===== config.mk =====
export PLATFORM = sky130hd
export DESIGN_NAME = capture_timer
export DESIGN_NICKNAME = d
export VERILOG_FILES = /design/src/rtl/cap_tmr_pkg.sv /design/src/rtl/cap_tmr_prescale.sv /design/src/rtl/cap_tmr_counter.sv /design/src/rtl/cap_tmr_channel.sv /design/src/rtl/capture_timer.sv
export SDC_FILE = /design/constraint.sdc
export NUM_CORES = 1
export LEC_CHECK = 0
export BUFFER_PORTS_ARGS = -buffer_cell sky130_fd_sc_hd__buf_2
export CAP_MARGIN = 20
export CORE_ASPECT_RATIO = 1.75
export CORE_MARGIN = 3
export CORE_UTILIZATION = 40
export DETAILED_ROUTE_END_ITERATION = 6
export SLEW_MARGIN = 30
export SYNTH_ARGS = -nofsm -noshare
export SYNTH_HDL_FRONTEND = slang
export SYNTH_SLANG_ARGS = --single-unit

===== constraint.sdc =====
create_clock -name clk -period 1.8 [get_ports clk]
set_input_delay 0.36 -clock clk [delete_from_list [all_inputs] [get_ports clk]]
set_output_delay 0.36 -clock clk [all_outputs]
set_load 0.01 [all_outputs]

===== src/rtl/cap_tmr_pkg.sv =====
package cap_tmr_pkg;

    localparam int CNT_W     = 16;
    localparam int ADDR_W    = 4;
    localparam int CH_BASE   = 5;
    localparam int CH_STRIDE = 3;

    localparam logic [ADDR_W-1:0] A_CTRL  = 4'd0;
    localparam logic [ADDR_W-1:0] A_CNT_H = 4'd1;
    localparam logic [ADDR_W-1:0] A_CNT_L = 4'd2;
    localparam logic [ADDR_W-1:0] A_MOD_H = 4'd3;
    localparam logic [ADDR_W-1:0] A_MOD_L = 4'd4;

    // Channel status byte; field order is visible to software.
    typedef struct packed {
        logic flag;
        logic ie;
        logic mode_b;
        logic mode_a;
        logic edge_b;
        logic edge_a;
        logic tog;
        logic cmax;
    } ch_stat_t;

endpackage


===== src/rtl/cap_tmr_prescale.sv =====
module cap_tmr_prescale #(
    parameter int PS_W  = 3,
    parameter int DIV_W = 6
) (
    input  logic            clk,
    input  logic            rst_n,
    input  logic [PS_W-1:0] ps_sel,
    output logic            tick
);

    typedef struct packed {
        logic [DIV_W-1:0] div;
    } pre_state_t;

    pre_state_t       pre_q, pre_d;
    logic [DIV_W-1:0] mask;
    int               rate;

    always_comb begin
        // Codes above the divider width saturate at the slowest rate.
        rate = (int'(ps_sel) > DIV_W) ? DIV_W : int'(ps_sel);
        mask = '0;
        for (int b = 0; b < DIV_W; b++) begin
            if (b < rate) mask[b] = 1'b1;
        end
        tick       = &(pre_q.div | ~mask);
        pre_d      = pre_q;
        pre_d.div  = pre_q.div + 1'b1;
    end

    always_ff @(posedge clk or negedge rst_n) begin
        if (!rst_n) pre_q <= '0;
        else        pre_q <= pre_d;
    end

    assert_div1_tick_R1: assert property (@(posedge clk) disable iff (!rst_n)
        (ps_sel == '0) |-> tick);

    assert_slow_gap_R1: assert property (@(posedge clk) disable iff (!rst_n)
        (tick && ps_sel != '0) |=> (!tick || ps_sel == '0));

endmodule


===== src/rtl/cap_tmr_counter.sv =====
module cap_tmr_counter #(
    parameter int CNT_W = 16
) (
    input  logic             clk,
    input  logic             rst_n,
    input  logic             tick,
    input  logic [CNT_W-1:0] mod_val,
    output logic [CNT_W-1:0] count
);

    typedef struct packed {
        logic [CNT_W-1:0] cnt;
    } cnt_state_t;

    cnt_state_t cnt_q, cnt_d;

    always_comb begin
        cnt_d = cnt_q;
        if (tick) begin
            if (cnt_q.cnt == mod_val) cnt_d.cnt = '0;
            else                      cnt_d.cnt = cnt_q.cnt + 1'b1;
        end
        count = cnt_q.cnt;
    end

    always_ff @(posedge clk or negedge rst_n) begin
        if (!rst_n) cnt_q <= '0;
        else        cnt_q <= cnt_d;
    end

    assert_wrap_R2: assert property (@(posedge clk) disable iff (!rst_n)
        (tick && count == mod_val) |=> (count == '0));

    assert_step_R2: assert property (@(posedge clk) disable iff (!rst_n)
        (tick && count != mod_val) |=> (count == $past(count) + 1'b1));

    assert_hold_R2: assert property (@(posedge clk) disable iff (!rst_n)
        !tick |=> $stable(count));

endmodule


===== src/rtl/cap_tmr_channel.sv =====
module cap_tmr_channel
    import cap_tmr_pkg::*;
#(
    parameter int CNT_W   = 16,
    parameter bit HAS_MSB = 1'b1
) (
    input  logic             clk,
    input  logic             rst_n,
    input  logic             pin,
    input  logic [CNT_W-1:0] count,
    input  logic             st_wr,
    input  logic             st_rd,
    input  logic [7:0]       wdata,
    output ch_stat_t         status,
    output logic [CNT_W-1:0] cap,
    output logic             irq
);

    typedef struct packed {
        logic [1:0]       sync;
        logic             prev;
        ch_stat_t         st;
        logic             arm;
        logic [CNT_W-1:0] cap;
    } ch_state_t;

    ch_state_t ch_q, ch_d;
    logic      rise, fall, hit;

    always_comb begin
        ch_d      = ch_q;
        ch_d.sync = {ch_q.sync[0], pin};
        ch_d.prev = ch_q.sync[1];

        rise = ch_q.sync[1] & ~ch_q.prev;
        fall = ~ch_q.sync[1] & ch_q.prev;
        hit  = (ch_q.st.edge_a & rise) | (ch_q.st.edge_b & fall);

        if (st_wr) begin
            ch_d.st.ie     = wdata[6];
            ch_d.st.mode_b = HAS_MSB ? wdata[5] : 1'b0;
            ch_d.st.mode_a = wdata[4];
            ch_d.st.edge_b = wdata[3];
            ch_d.st.edge_a = wdata[2];
            ch_d.st.tog    = wdata[1];
            ch_d.st.cmax   = wdata[0];
            ch_d.arm       = 1'b0;
            if (ch_q.arm && !wdata[7]) ch_d.st.flag = 1'b0;
        end else if (st_rd && ch_q.st.flag) begin
            ch_d.arm = 1'b1;
        end

        // A capture in the same cycle as a clear keeps the flag set.
        if (hit) begin
            ch_d.st.flag = 1'b1;
            ch_d.cap     = count;
        end

        status = ch_q.st;
        cap    = ch_q.cap;
        irq    = ch_q.st.flag & ch_q.st.ie;
    end

    always_ff @(posedge clk or negedge rst_n) begin
        if (!rst_n) ch_q <= '0;
        else        ch_q <= ch_d;
    end

    assert_capture_R4: assert property (@(posedge clk) disable iff (!rst_n)
        hit |=> (status.flag && cap == $past(count)));

    assert_edge_off_R5: assert property (@(posedge clk) disable iff (!rst_n)
        (!ch_q.st.edge_a && !ch_q.st.edge_b) |=> $stable(cap));

    assert_no_set_R7: assert property (@(posedge clk) disable iff (!rst_n)
        !hit |=> !$rose(status.flag));

    assert_unarmed_keep_R7: assert property (@(posedge clk) disable iff (!rst_n)
        (st_wr && !ch_q.arm && ch_q.st.flag) |=> status.flag);

endmodule


===== src/rtl/capture_timer.sv =====
module capture_timer
    import cap_tmr_pkg::*;
#(
    parameter int NUM_CH = 2,
    parameter int PS_W   = 3,
    parameter int DIV_W  = 6
) (
    input  logic              clk,
    input  logic              rst_n,
    input  logic [ADDR_W-1:0] addr,
    input  logic              wr_en,
    input  logic [7:0]        wdata,
    input  logic              rd_en,
    output logic [7:0]        rdata,
    input  logic [NUM_CH-1:0] cap_pin,
    output logic [NUM_CH-1:0] irq
);

    typedef struct packed {
        logic [PS_W-1:0]  ps;
        logic [CNT_W-1:0] mod;
    } reg_state_t;

    reg_state_t       rg_q, rg_d;
    logic             tick;
    logic [CNT_W-1:0] count;
    ch_stat_t         ch_status [NUM_CH];
    logic [CNT_W-1:0] ch_cap    [NUM_CH];

    always_comb begin
        rg_d = rg_q;
        if (wr_en) begin
            case (addr)
                A_CTRL:  rg_d.ps         = wdata[PS_W-1:0];
                A_MOD_H: rg_d.mod[15:8]  = wdata;
                A_MOD_L: rg_d.mod[7:0]   = wdata;
                default: ;
            endcase
        end
    end

    always_ff @(posedge clk or negedge rst_n) begin
        if (!rst_n) begin
            rg_q.ps  <= '0;
            rg_q.mod <= '1;
        end else begin
            rg_q <= rg_d;
        end
    end

    cap_tmr_prescale #(.PS_W(PS_W), .DIV_W(DIV_W)) u_pre (
        .clk    (clk),
        .rst_n  (rst_n),
        .ps_sel (rg_q.ps),
        .tick   (tick)
    );

    cap_tmr_counter #(.CNT_W(CNT_W)) u_cnt (
        .clk     (clk),
        .rst_n   (rst_n),
        .tick    (tick),
        .mod_val (rg_q.mod),
        .count   (count)
    );

    for (genvar i = 0; i < NUM_CH; i++) begin : g_ch
        localparam logic [ADDR_W-1:0] ST_ADDR = ADDR_W'(CH_BASE + CH_STRIDE * i);
        cap_tmr_channel #(.CNT_W(CNT_W), .HAS_MSB(i == 0)) u_ch (
            .clk    (clk),
            .rst_n  (rst_n),
            .pin    (cap_pin[i]),
            .count  (count),
            .st_wr  (wr_en && addr == ST_ADDR),
            .st_rd  (rd_en && addr == ST_ADDR),
            .wdata  (wdata),
            .status (ch_status[i]),
            .cap    (ch_cap[i]),
            .irq    (irq[i])
        );
    end

    always_comb begin
        rdata = '0;
        case (addr)
            A_CTRL:  rdata = 8'(rg_q.ps);
            A_CNT_H: rdata = count[15:8];
            A_CNT_L: rdata = count[7:0];
            A_MOD_H: rdata = rg_q.mod[15:8];
            A_MOD_L: rdata = rg_q.mod[7:0];
            default: ;
        endcase
        for (int i = 0; i < NUM_CH; i++) begin
            if (addr == ADDR_W'(CH_BASE + CH_STRIDE * i))     rdata = ch_status[i];
            if (addr == ADDR_W'(CH_BASE + CH_STRIDE * i + 1)) rdata = ch_cap[i][15:8];
            if (addr == ADDR_W'(CH_BASE + CH_STRIDE * i + 2)) rdata = ch_cap[i][7:0];
        end
    end

    assert_mod_keep_R9: assert property (@(posedge clk) disable iff (!rst_n)
        (!wr_en) |=> $stable(rg_q.mod));

endmodule


* After elaboration in Yosys (flattened, before gate mapping)
Cells that the tools add are included.
W data, S select, Z words.
** Word-level totals
- Logic and storage cells :: 113
- Output and inout bits :: 10
- Register bits after elaboration :: 96
- Input port bits :: 18
** Operators by class
- Reduce and logical (&&, ||, !) cells :: 22
- Bitwise logic cells :: 18
- $lt $le $gt $ge :: 7
- Mux-type cells :: 25
- Add/sub/neg operators :: 2
- Eq/ne operators :: 11
** Operators by type and width (number)
- $lt A3 B32 Y1 const A :: 2
- $lt A4 B32 Y1 const A :: 2
- $mux W8 :: 8
- $pmux W8 S5 :: 1
- $lt A1 B32 Y1 const A :: 1
- $lt A2 B32 Y1 const A :: 1
- $add A16 B1 Y16 const B :: 1
- $eq A16 B16 Y1 :: 1
- $eq A4 B3 Y1 const B :: 4
- $mux W16 :: 1
- $mux W1 :: 14
- $eq A4 B4 Y1 const B :: 3
- $reduce_bool A2 Y1 :: 6
- $and A1 B1 Y1 :: 10
- $reduce_and A2 Y1 :: 5
- $eq A4 B2 Y1 const B :: 2
- $logic_and A1 B1 Y1 :: 8
- $add A6 B1 Y6 const B :: 1
- $not A6 Y6 :: 1
- $or A6 B6 Y6 :: 1
- $reduce_and A6 Y1 :: 1
- $eq A4 B1 Y1 const B :: 1
- $logic_not A4 Y1 :: 1
- $not A1 Y1 :: 4
- 4 further kinds :: 5

* Longest topological paths before layout
Gate-level depths: netlist of run 1.
- Depth after elaboration :: 8
- Gate-level depth with buffers :: 7
- Depth with buffers taken out :: 6

* By module
Synthesis of run 1 repeated with hierarchy kept, for this count alone.
** Unflattened totals
- Cell total of the unflattened synthesis :: 500
- Area total of the unflattened synthesis :: 5889.4 um^2
** By module, submodules not included
- capture_timer :: seq. area each 495.5 um^2, area each 1826.8 um^2, instances 1, cells an instance 169
- cap_tmr_counter :: seq. area each 400.4 um^2, area each 1282.5 um^2, instances 1, cells an instance 133
- cap_tmr_channel at g_ch[0].u_ch :: seq. area each 700.7 um^2, area each 1260.0 um^2, instances 1, cells an instance 86
- cap_tmr_channel at g_ch[1].u_ch :: seq. area each 675.6 um^2, area each 1227.4 um^2, instances 1, cells an instance 85
- cap_tmr_prescale :: seq. area each 150.1 um^2, area each 292.8 um^2, instances 1, cells an instance 27

* Worst setup path before layout of run 1
OpenSTA, ideal clock, no wires.
- Path kind :: input to output
- From :: input addr[0]
- To :: output rdata[2]
- Stages on the path :: 7
- Buffers on the path :: 3
- Path slack :: -120 ps
- Arrival :: 1560 ps
- Required time :: 1440 ps
- Path through :: buf_2 > buf_2 > buf_2 > a22oi_1 > o221ai_1 > nand2_1 > a22oi_1
** Between the ends
- Word-level cells in the longest chain between the ends :: 8
** Ends and longest elaborated chain
- from (decl) :: line capture_timer.sv:10 : input logic [ADDR_W-1:0] addr,
- $eq A4 B3 Y1, or another cell as far along :: line capture_timer.sv:84 : case (addr)
- $pmux W8 S5 :: line capture_timer.sv:84
- $mux W8 :: line capture_timer.sv:93 : if (addr == ADDR_W'(CH_BASE + CH_STRIDE * i)) rdata = ch_status[i];
- $mux W8 :: line capture_timer.sv:94 : if (addr == ADDR_W'(CH_BASE + CH_STRIDE * i + 1)) rdata = ch_cap[i][15:8];
- $mux W8 :: line capture_timer.sv:95 : if (addr == ADDR_W'(CH_BASE + CH_STRIDE * i + 2)) rdata = ch_cap[i][7:0];
- $mux W8 :: line capture_timer.sv:93
- $mux W8 :: line capture_timer.sv:94
- $mux W8 * :: line capture_timer.sv:95
- to (decl) :: line capture_timer.sv:14 : output logic [7:0] rdata,
Mark *: on every way between the ends. The rest lies on a longest branch, timed or not.

* Worst setup path after layout of run 1
- From :: register u_cnt.cnt_q, in the netlist u_cnt.count[10]
- To :: output rdata[2]
** Between the ends
- Word-level cells in the longest chain between the ends :: 7
** Ends and longest elaborated chain
- from (decl) :: line cap_tmr_counter.sv:15 : cnt_state_t cnt_q, cnt_d;
- from (signal assigned) :: line cap_tmr_counter.sv:28 : else cnt_q <= cnt_d;
- $pmux W8 S5 :: line capture_timer.sv:84
- $mux W8 :: line capture_timer.sv:93
- $mux W8 :: line capture_timer.sv:94
- $mux W8 :: line capture_timer.sv:95
- $mux W8 :: line capture_timer.sv:93
- $mux W8 :: line capture_timer.sv:94
- $mux W8 :: line capture_timer.sv:95
Every way passes these cells.

==> results by group, run 1 <==
Setup path
  • R2R setup slack: -0.16 ns
  • Critical path launch point type: flop
  • Reg2Reg Depth: 7
  • Critical path class: reg -> out
  • Worst path required time: 1.44 ns
  • Maximum fanout along the worst path: 2
  • Worst reg2reg endpoint: u_cnt.count[10]
  • FF-to-FF Start: rg_q[7]
  • Setup crit end kind: output pin
  • Worst Path Arrival: 1.77 ns

Route
  • Via count: 4122
  • Routed wire length per instance: slightly below 20 microns
  • Iteration-0 DRC Markers: 189
  • Via density: 5.503
  • Total Wirelength: 14590 microns
  • Routed Antenna Nets: 0
  • Pre-antenna DRT Iters: 5
  • Post-route DRC violation count: 0

Worst hold path
  • Tightest Hold Check Type: in -> reg
  • Worst hold stages: 1
  • Worst hold start: cap_pin[1]
  • Hold endpoint: g_ch[1].u_ch.ch_d[27]

Logic synthesis
  • Syn Area/Cell: 10.96 sq um
  • Mapped Area: 4942 sq um
  • Cells after Synth: 451
  • Ys async rst share: 100.0%
  • Ys flop type: dfrtp_1
  • Mapped Nets: 471
  • Register bit total from synthesis: between 90 and 100
  • EDFF count, synth: 0
  • Sequential-to-total area share from yosys stat: 49.01%
  • Synth Warn #: 0
  • Library cells used by synthesis: 57

Timing
  • Min Clock Period, post-route: 2.135 ns
  • Fin crit share: 118.6%
  • Skew final: 0.01144 ns
  • Final WS setup: -0.3347 ns
  • Max Clock Freq: approximately 470 MHz
  • Slew margin rel.: 70.96%
  • RSZ-0062 raised after global routing: true
  • Worst hold slack: 0.1184 ns
  • Number of setup violations in the final report: 21
  • Slew Viols, Final: 0
  • Final Hold Viols: 0
  • Worst-Margin Slew: 0.4356 ns

CTS
  • CTS tree: yes
  • CTS Root Cell: clkbuf_16
  • Clk_lat worst skew: roughly 0.34 ns
  • H-tree depth: 3
  • Num CTS Buffers: 9
  • Clk pin slew, worst setup/hold paths: 0.07 ns
  • Clk sinks: 96
  • Clk buf depth: 2

Floorplanning
  • Row count: 53
  • Core Region: 12070 sq um
  • Die W: ~90 microns
  • Area of the die: 13780 sq um
  • Number of I/O pins: 28
  • Initial core utilization: about two fifths
  • Die height: 153.0 microns

Finish
  • Synthesis-to-finish area growth: 38.10%
  • Most common cell after layout, fill and taps aside: buf_4
  • Share of cells above drive strength 1: 51.54%
  • Final Net Count: 599
  • ANT cells: 0
  • Final instance area: 6825 sq um
  • Final core utilization: 56.55%
  • Most frequent cells in the layout: buf_4 (94), dfrtp_1 (77), mux2_2 (61), nand2_1 (39), buf_6 (25)

GRT
  • Gr usage total: 22.11%
  • Grt ovf: 0
  • First-pass GRT wire length: between 20000 and 25000 microns
  • Largest net degree at the start of global routing: 39
  • Initial antenna violation count: 0
  • Vias in the first global route: 4466

Pwr
  • Max VDD drop: 0.0007367 V
  • Leak: slightly above 0.003 uW
  • Power Dens Cells: between 1000 and 1500 nW/um^2
  • Total power: 7399 uW

Status
  • Failing checks: setup timing
  • Run status: complete, but fails checks

Flow run
  • Max-cap violations: 0

Placement
  • RePlAce Congestion: 0.8672
  • PortBufs: 27
  • Placed cell areas: around 5900 sq um
  • Dpl hpwl: ~11000 microns
-- per-layer routing --
metal / vias up / global-route usage (%) / wire length (microns)
met5: - / 0 / 0
met4: 0 / 13.73 / 696
met3: 41 / 2.708 / 461
met2: 112 / 38.69 / 7770
met1: 2080 / 25.45 / 5659
li1: 1889 / - / -
-- worst max path at each step --
stage / end / start / slack [ns] / cells after the start
3_5_place_dp: rdata[4] / addr[0] / -0.34 / 6
5_1_grt: rdata[6] / g_ch[0].u_ch.cap[6] / -0.40 / 6
6_report: rdata[2] / u_cnt.count[10] / -0.33 / 7
4_1_cts: rdata[6] / g_ch[0].u_ch.cap[6] / -0.31 / 6
2_1_floorplan: rdata[0] / addr[1] / 0.008 / 5
3_3_place_gp: rdata[4] / addr[0] / -0.31 / 6
-- Yosys cell counts, types with 3 or more instances --
| library cell | n | share of area (%) |
|---|---|---|
| a21o_1 | 7 | 1.1 |
| a21oi_1 | 21 | 2.1 |
| a22o_1 | 4 | 0.71 |
| a22oi_1 | 9 | 1.4 |
| a31oi_1 | 3 | 0.38 |
| buf_1 | 4 | 0.30 |
| buf_2 | 19 | 1.9 |
| clkbuf_1 | 4 | 0.30 |
| dfrtp_1 | 80 | 41 |
| dfstp_2 | 16 | 8.5 |
| inv_1 | 13 | 0.99 |
| mux2_2 | 61 | 14 |
| mux2i_1 | 9 | 1.8 |
| mux4_2 | 5 | 2.3 |
| nand2_1 | 40 | 3.0 |
| nand2b_1 | 4 | 0.51 |
| nand3_1 | 17 | 1.7 |
| nand3b_1 | 3 | 0.46 |
| nand4_1 | 3 | 0.38 |
| nor2_1 | 24 | 1.8 |
| nor2b_1 | 9 | 1.1 |
| nor3_1 | 4 | 0.41 |
| nor4_1 | 5 | 0.63 |
| o21ai_0 | 5 | 0.51 |
| o21ai_1 | 3 | 0.30 |
| o22ai_1 | 14 | 1.8 |
| o311ai_0 | 3 | 0.53 |
| o31ai_1 | 5 | 0.76 |
| xnor2_1 | 3 | 0.53 |
| xor2_1 | 17 | 3.0 |
-- worst max-delay path, stage by stage (launching register included) --
cell and delay, ns:
dfrtp_1 0.42, buf_6 0.13, mux2_2 0.26, a22oi_2 0.16, o221ai_2 0.11, nand2_1 0.09
a22oi_2 0.11, buf_2 0.16
-- power by group --
group	internal, uW	switching (uW)	leakage [uW]	total (uW)
combinational	1290	1210	0.00175	2510
clock	1130	850	0.000147	1980
sequential	2610	301	0.00117	2910
-- metrics by stage --
step / setup WS, ns / cells / TNS (ns)
floorplan: 0.008137 / 451 / 0
global placement: -0.3150 / 711 / -5.679
detailed placement: -0.3394 / 711 / -7.434
CTS: -0.3096 / 744 / -3.420
global route: -0.4040 / 749 / -4.760
finish: -0.3347 / 749 / -2.962
-- kinds of logic after synthesis --
family,count (synthesis),synth area share (%)
simple gates,125,12.76
flops,96,49.01
compound gates,88,11.95
mux,75,18.00
buf+inv,45,4.227
xor+xnor,20,3.544
fa+ha+maj,2,0.5062
-- registers in the layout (all words and copies together) (netlist names) --
signal            cells
g_ch.u_ch.cap        32
rg_q                 19
u_cnt.count          16
g_ch.u_ch.status     15
u_pre.pre_q           6
g_ch.u_ch.ch_d        4
g_ch.u_ch.ch_q        4
-- final cells by class --
class | instances | area (sq um)
Timing Repair Buffer | 148 | 1197
Sequential cell | 96 | 2426
Fill cell | 1033 | 5244
Inverter | 14 | 52.55
Tap cell | 165 | 206.4
Multi-Input combinational cell | 310 | 2636
Clock inverter | 5 | 63.81
Clock buffer | 11 | 242.7
-- timing repair --
action / 4_1_cts / 5_1_grt
setup endpoints to repair: 24 / 24
endpoints found under the hold margin: 22 / 0
hold buffers: 1 / 0
pin swaps: 26 / 18
buffers inserted: 16 / 5
gates resized for setup: 64 / 27
Power figures use the tool's default switching activity.
==> run 2: changes to the inputs <==
==> constraint.sdc (replaced) <==
create_clock -name clk -period 2 [get_ports clk]
set_input_delay 0.4 -clock clk [delete_from_list [all_inputs] [get_ports clk]]
set_output_delay 0.4 -clock clk [all_outputs]
set_load 0.01 [all_outputs]
==> results by group, run 2 (synthesis gave the netlist of run 1 again) <==
Placement
  • Place WS: -0.2432 ns (was -0.3394 ns)
  • RePlAce Congestion: 0.8980 (was 0.8672)
  • Dpl hpwl: 10110 microns (was 10520 microns)
  • PortBufs: 27 (unchanged)

GRT
  • Initial antenna violation count: 0 (unchanged)
  • Gr usage total: 20.67% (was 22.11%)
  • First-pass GRT wire length: 22300 microns (was 23790 microns)
  • Vias in the first global route: 4116 (was 4466)
  • Largest net degree at the start of global routing: 97 (was 39)
  • Grt ovf: 0 (unchanged)

Timing
  • Min Clock Period, post-route: around 2.2 ns
  • RSZ-0062 raised after global routing: true (unchanged)
  • Final WS setup: -0.1563 ns (was -0.3347 ns)
  • Number of setup violations in the final report: 6 (was 21)
  • Fin crit share: 107.8%
  • Worst-Margin Slew: 0.5398 ns (was 0.4356 ns)
  • Skew final: 0.006403 ns (was 0.01144 ns)
  • Max Clock Freq: 463.8 MHz
  • Final Hold Viols: 0 (unchanged)
  • Slew Viols, Final: 0 (unchanged)
  • Slew margin rel.: 64.01% (was 70.96%)

Finish
  • Multi-input gate area in the final layout: 2455 sq um (was 2636 sq um)
  • Most common cell after layout, fill and taps aside: buf_4 (unchanged)
  • Fill cell count: 1101 (was 1033)
  • Synthesis-to-finish area growth: 29.92% (was 38.10%)
  • Reg area: 2429 sq um (was 2426 sq um)
  • Most frequent cells in the layout: buf_4 (81), dfrtp_1 (75), mux2_2 (61), nand2_1 (40), buf_2 (24) (was buf_4 (94), dfrtp_1 (77), mux2_2 (61), nand2_1 (39), buf_6 (25))
  • Share of cells above drive strength 1: 45.89% (was 51.54%)
  • Final core utilization: 53.20% (was 56.55%)
  • ANT cells: 0 (unchanged)
  • Final Net Count: 575 (was 599)
  • Max reg flops: 32 (unchanged)

CTS
  • Clk buf depth: 2 (unchanged)
  • Num CTS Buffers: 9 (unchanged)
  • CTS tree: yes (unchanged)
  • CTS Root Cell: clkbuf_16 (unchanged)
  • Clk pin slew, worst setup/hold paths: 0.06 ns (was 0.07 ns)
  • CTS Hold Bufs: 0 (was 1)
  • Clk_lat worst skew: 0.35 ns (was 0.34 ns)
  • Clk sinks: 96 (unchanged)
  • H-tree depth: 3 (unchanged)

Floorplanning
  • Area of the die: 13780 sq um (unchanged)
  • Row count: 53 (unchanged)
  • Initial core utilization: 40.95% (unchanged)
  • Number of I/O pins: 28 (unchanged)
  • Die W: 90.03 microns (unchanged)
  • Die height: 153.0 microns (unchanged)
  • Core Region: 12070 sq um (unchanged)

Setup path
  • Critical path class: reg -> out (unchanged)
  • Setup crit end kind: output pin (unchanged)
  • Worst path slowest cell: dfrtp_1 (unchanged)
  • Slowest stage delay, CP: 0.42 ns (about the same)
  • Worst Path Arrival: 1.76 ns (was 1.77 ns)
  • Maximum fanout along the worst path: 3 (was 2)
  • Reg2Reg Depth: 7 (unchanged)
  • Worst path required time: 1.60 ns (was 1.44 ns)
  • Critical path launch point type: flop (unchanged)
  • Crit-path cells: mux2i_1, a221oi_2, a311oi_2, o22ai_1, a32o_1, buf_2 (was buf_6, mux2_2, a22oi_2, o221ai_2, nand2_1, a22oi_2, buf_2)

Route
  • Post-route DRC violation count: 0 (unchanged)
  • Routed wire length per instance: 19.33 microns (was 19.48 microns)
  • Routed Antenna Nets: 0 (unchanged)
  • Via density: 5.488 (was 5.503)
  • Total Wirelength: 14010 microns (was 14590 microns)
  • Iteration-0 DRC Markers: 284 (was 189)
  • Via count: 3979 (was 4122)
  • Pre-antenna DRT Iters: 4 (was 5)

Pwr
  • Power Dens Cells: 999.5 nW/um^2 (was 1084 nW/um^2)
  • Leak: 0.002889 uW (was 0.003058 uW)
  • Max VDD drop: 0.0006769 V (was 0.0007367 V)

Status
  • Failing checks: setup timing (unchanged)
  • Run status: complete, but fails checks (unchanged)

Worst hold path
  • Tightest Hold Check Type: in -> async (was in -> reg)

Flow run
  • Max-cap violations: 0 (unchanged)
-- run 2: cell types whose count changed in the layout (fill, tap and decap cells not counted), moves of 3 or more --
cell,delta
o22ai_1,+3
buf_6,-9
buf_4,-13
xor2_1,+3
o21ai_0,+3
o311ai_0,+3
nor4_4,-3
o311ai_2,-3
o31ai_1,+3
-- run 2: path summary, 6_finish.rpt --
check / end / from / slack [ns]
hold / removal: g_ch[1].u_ch.cap[2] / rst_n / 0.06
max in group asynchronous: u_cnt.count[1] / rst_n / 1.48
setup / recovery: rdata[6] / g_ch[0].u_ch.cap[6] / -0.16
min in group clk: g_ch[0].u_ch.ch_d[27] / cap_pin[0] / 0.16
hold reg to reg: g_ch[0].u_ch.ch_d[25] / g_ch[0].u_ch.ch_d[27] / 0.35
setup reg to reg: u_cnt.count[10] / u_cnt.count[9] / 0.02
-- run 2: final cells by class --
| class | count | share of cell area [%] |
|---|---|---|
| clock inverter | 4 | 1.189 |
| sequential | 96 | 37.82 |
| multi-input combinational | 310 | 38.23 |
| timing repair buffer | 124 | 14.89 |
| clock buffer | 12 | 3.839 |
| tap | 165 | 3.215 |
| inverter | 14 | 0.8184 |
-- run 2: worst max-delay path: cells and delay by family, from the launching register on --
kind | cells | cell delay [ns]
buffers and inverters | 1 | 0.13
flip-flops | 1 | 0.42
multiplexers | 1 | 0.18
AO/OA/AOI/OAI | 4 | 0.67
-- run 2: repair_timing --
action                                  CTS  global route
hold endpoints to repair                  0             0
resized for setup                        22            29
endpoints found under the setup margin    8            15
pin swaps                                16            20
setup buffers                            14            11
cloned                                    0             0
-- run 2: where the power goes --
group	internal [uW]	switching [uW]	total, uW
clock network	1140	731	1870
logic	977	917	1890
registers	2350	302	2660
total	4470	1950	6420
-- run 2: layer usage --
metal  vias up  share of wire (%)  track usage [%]  wire, microns
met3        39                3.0            3.053            419
met1      2021                 39            22.99           5407
met5         -                  0                0              0
met2        77                 54            38.27           7620
li1       1842                  -                -              -
met4         0                4.0            9.642            563
-- run 2: per-stage QoR --
step / power [uW] / hold WS (ns) / cells / area, sq um / TNS [ns]
global route: 6717 / 0.1452 / 725 / 6421 / -1.095
detailed placement: 4201 / 0.3403 / 684 / 5695 / -2.016
CTS: 6241 / 0.1338 / 714 / 6208 / -0.5644
finish: 6418 / 0.06041 / 725 / 6421 / -0.4555
floorplan: 3557 / 0.1044 / 451 / 4945 / 0
global placement: 4161 / 0.3381 / 684 / 5695 / -1.809
==> run 3: changes to the inputs <==
==> constraint.sdc (replaced) <==
create_clock -name clk -period 2 [get_ports clk]
set_input_delay 0.3 -clock clk [delete_from_list [all_inputs] [get_ports clk]]
set_output_delay 0.3 -clock clk [all_outputs]
set_load 0.01 [all_outputs]
==> results by group, run 3 (synthesis gave the netlist of run 1 again) <==
Setup path
  • Worst Path Arrival: 1.81 ns (was 1.76 ns)
  • Reg2Reg Depth: 7 (unchanged)
  • Worst path slowest cell: dfstp_2 (was dfrtp_1)
  • Maximum fanout along the worst path: 3 (unchanged)
  • FF-to-FF Start: rg_q[14] (was u_cnt.count[9])
  • Setup crit end kind: output pin (unchanged)
  • Critical path class: reg -> out (unchanged)
  • CP top delay family: compound AO/OA/AOI/OAI gates (unchanged)
  • Worst setup startpoint: rg_q[14] (was g_ch[0].u_ch.cap[6])
  • Worst path required time: 1.70 ns (was 1.60 ns)
  • Critical path launch point type: flop (unchanged)
  • WP buf/inv: 1 (unchanged)
  • Crit path depth: 6 (unchanged)
  • Slowest stage delay, CP: 0.57 ns (was 0.42 ns)
  • Crit-path cells: mux2i_1, a221oi_2, a311oi_2, o22ai_1, a32o_2, buf_6 (was mux2i_1, a221oi_2, a311oi_2, o22ai_1, a32o_1, buf_2)

Worst hold path
  • Worst hold stages: 1
  • Tightest Hold Check Type: in -> reg (was in -> async)
  • Worst hold start: cap_pin[1]

CTS
  • Clk_lat worst skew: 0.34 ns (was 0.35 ns)
  • Clk pin slew, worst setup/hold paths: 0.06 ns (about the same)
  • CTS Root Cell: clkbuf_16 (unchanged)
  • H-tree depth: 3 (unchanged)
  • Clk sinks: 96 (unchanged)
  • CTS tree: yes (unchanged)
  • Clk buf depth: 2 (unchanged)
  • Num CTS Buffers: 9 (unchanged)

Flow run
  • Max-cap violations: 0 (unchanged)

GRT
  • First-pass GRT wire length: 22210 microns (was 22300 microns)
  • Initial antenna violation count: 0 (unchanged)
  • Met3 Usage GRT: 2.413% (was 3.053%)
  • Gr busiest metal: met2 (unchanged)
  • Largest net degree at the start of global routing: 82 (was 97)
  • Routing usage on met1: 23.35% (was 22.99%)
  • Vias in the first global route: 4147 (was 4116)
  • Grt ovf: 0 (unchanged)
  • Gr usage total: 20.64% (was 20.67%)
  • Met2 Usage GRT: 36.84% (was 38.27%)

Finish
  • Share of cells above drive strength 1: 45.29% (was 45.89%)
  • Most frequent cells in the layout: dfrtp_1 (79), buf_4 (68), mux2_2 (61), nand2_1 (40), buf_2 (24) (was buf_4 (81), dfrtp_1 (75), mux2_2 (61), nand2_1 (40), buf_2 (24))
  • Final instance area: 6405 sq um (was 6421 sq um)
  • Max reg flops: 32 (unchanged)
  • ANT cells: 0 (unchanged)
  • Final core utilization: 53.07% (was 53.20%)
  • Final Net Count: 567 (was 575)
  • Most common cell after layout, fill and taps aside: dfrtp_1 (was buf_4)
  • Synthesis-to-finish area growth: 29.59% (was 29.92%)
  • Fin cells: 717 (was 725)

Pwr
  • Power Dens Cells: 996.1 nW/um^2 (was 999.5 nW/um^2)
  • Max VDD drop: 0.0007449 V (was 0.0006769 V)
  • Leak: 0.002873 uW (was 0.002889 uW)

Floorplanning
  • Row count: 53 (unchanged)
  • Initial core utilization: 40.95% (unchanged)
  • Number of I/O pins: 28 (unchanged)
  • Core Region: 12070 sq um (unchanged)
  • Die W: 90.03 microns (unchanged)
  • Die height: 153.0 microns (unchanged)
  • Area of the die: 13780 sq um (unchanged)

Placement
  • PortBufs: 27 (unchanged)
  • Dpl cells: 680 (was 684)
  • RePlAce Congestion: 0.8604 (was 0.8980)
  • Placed cell areas: 5690 sq um (was 5695 sq um)
  • Dpl hpwl: 10170 microns (was 10110 microns)

Route
  • Pre-antenna DRT Iters: 5 (was 4)
  • Iteration-0 DRC Markers: 228 (was 284)
  • Total Wirelength: 14190 microns (was 14010 microns)
  • Post-route DRC violation count: 0 (unchanged)
  • Routed wire length per instance: 19.80 microns (was 19.33 microns)
  • Via count: 3904 (was 3979)
  • Via density: 5.445 (was 5.488)
  • Routed Antenna Nets: 0 (unchanged)

Timing
  • Max Clock Freq: 473.5 MHz (was 463.8 MHz)
  • Final Hold Viols: 0 (unchanged)
  • Fin crit share: 105.6% (was 107.8%)
  • Min Clock Period, post-route: 2.112 ns (was 2.156 ns)
  • Worst-Margin Slew: 0.4531 ns (was 0.5398 ns)
  • Skew final: 0.006757 ns (was 0.006403 ns)
  • RSZ-0062 raised after global routing: true (unchanged)
  • Slew margin rel.: 69.79% (was 64.01%)
  • Slew Viols, Final: 0 (unchanged)
  • Number of setup violations in the final report: 5 (was 6)
  • Final WS setup: -0.1118 ns (was -0.1563 ns)

Status
  • Run status: complete, but fails checks (unchanged)
  • Failing checks: setup timing (unchanged)
[run 3: cell count changes in the layout (fill, tap and decap cells not counted), sizes merged]
cell / previous run / this run
buf: 123 / 114
dlygate4sd3: 0 / 1
[run 3: what timing repair did]
action	4_1_cts	5_1_grt
buffers inserted	11	9
hold buffers	1	0
cloned	0	0
resized for setup	19	37
setup endpoints to repair	11	24
hold endpoints to repair	15	0
pin swaps	12	16
[run 3: metrics by stage]
stage	hold WS [ns]	setup WS, ns	setup TNS [ns]	power, uW
after CTS	0.05267	-0.1077	-0.2489	6234
after floorplan	0.004409	0.1996	0	3556
after detailed placement	0.1841	-0.06747	-0.1066	4242
after global placement	0.1793	-0.06492	-0.08184	4209
final	0.06386	-0.1118	-0.2446	6380
after global routing	0.05999	-0.1857	-0.8309	6669
[run 3: cell type report]
cell class | count | area [sq um]
timing repair buffer | 116 | 930.9
clock buffer | 12 | 246.5
sequential | 96 | 2424
clock inverter | 4 | 76.32
inverter | 14 | 52.55
multi-input combinational | 310 | 2469
fill | 1109 | 5664
tap | 165 | 206.4
[run 3: final timing paths]
check,endpoint,slack [ns]
min in group asynchronous,g_ch[1].u_ch.cap[6],0.37
max in group asynchronous,rg_q[9],0.89
setup / recovery,rdata[6],-0.11
hold / removal,g_ch[1].u_ch.ch_d[27],0.06
setup reg to reg,u_cnt.count[10],0
hold reg to reg,g_ch[1].u_ch.ch_d[25],0.36
[run 3: power by group]
part / internal [uW] / switching, uW
Clock: 1140 / 724
Combinational: 950 / 921
Sequential: 2350 / 294
Total: 4440 / 1940
[run 3: per-layer routing]
metal	wire length (microns)	part of all wire [%]	vias to the layer above
li1	-	-	1814
met1	5607	40	1970
met2	7653	54	83
met3	288	2.0	37
met4	644	4.5	0
met5	0	0	-
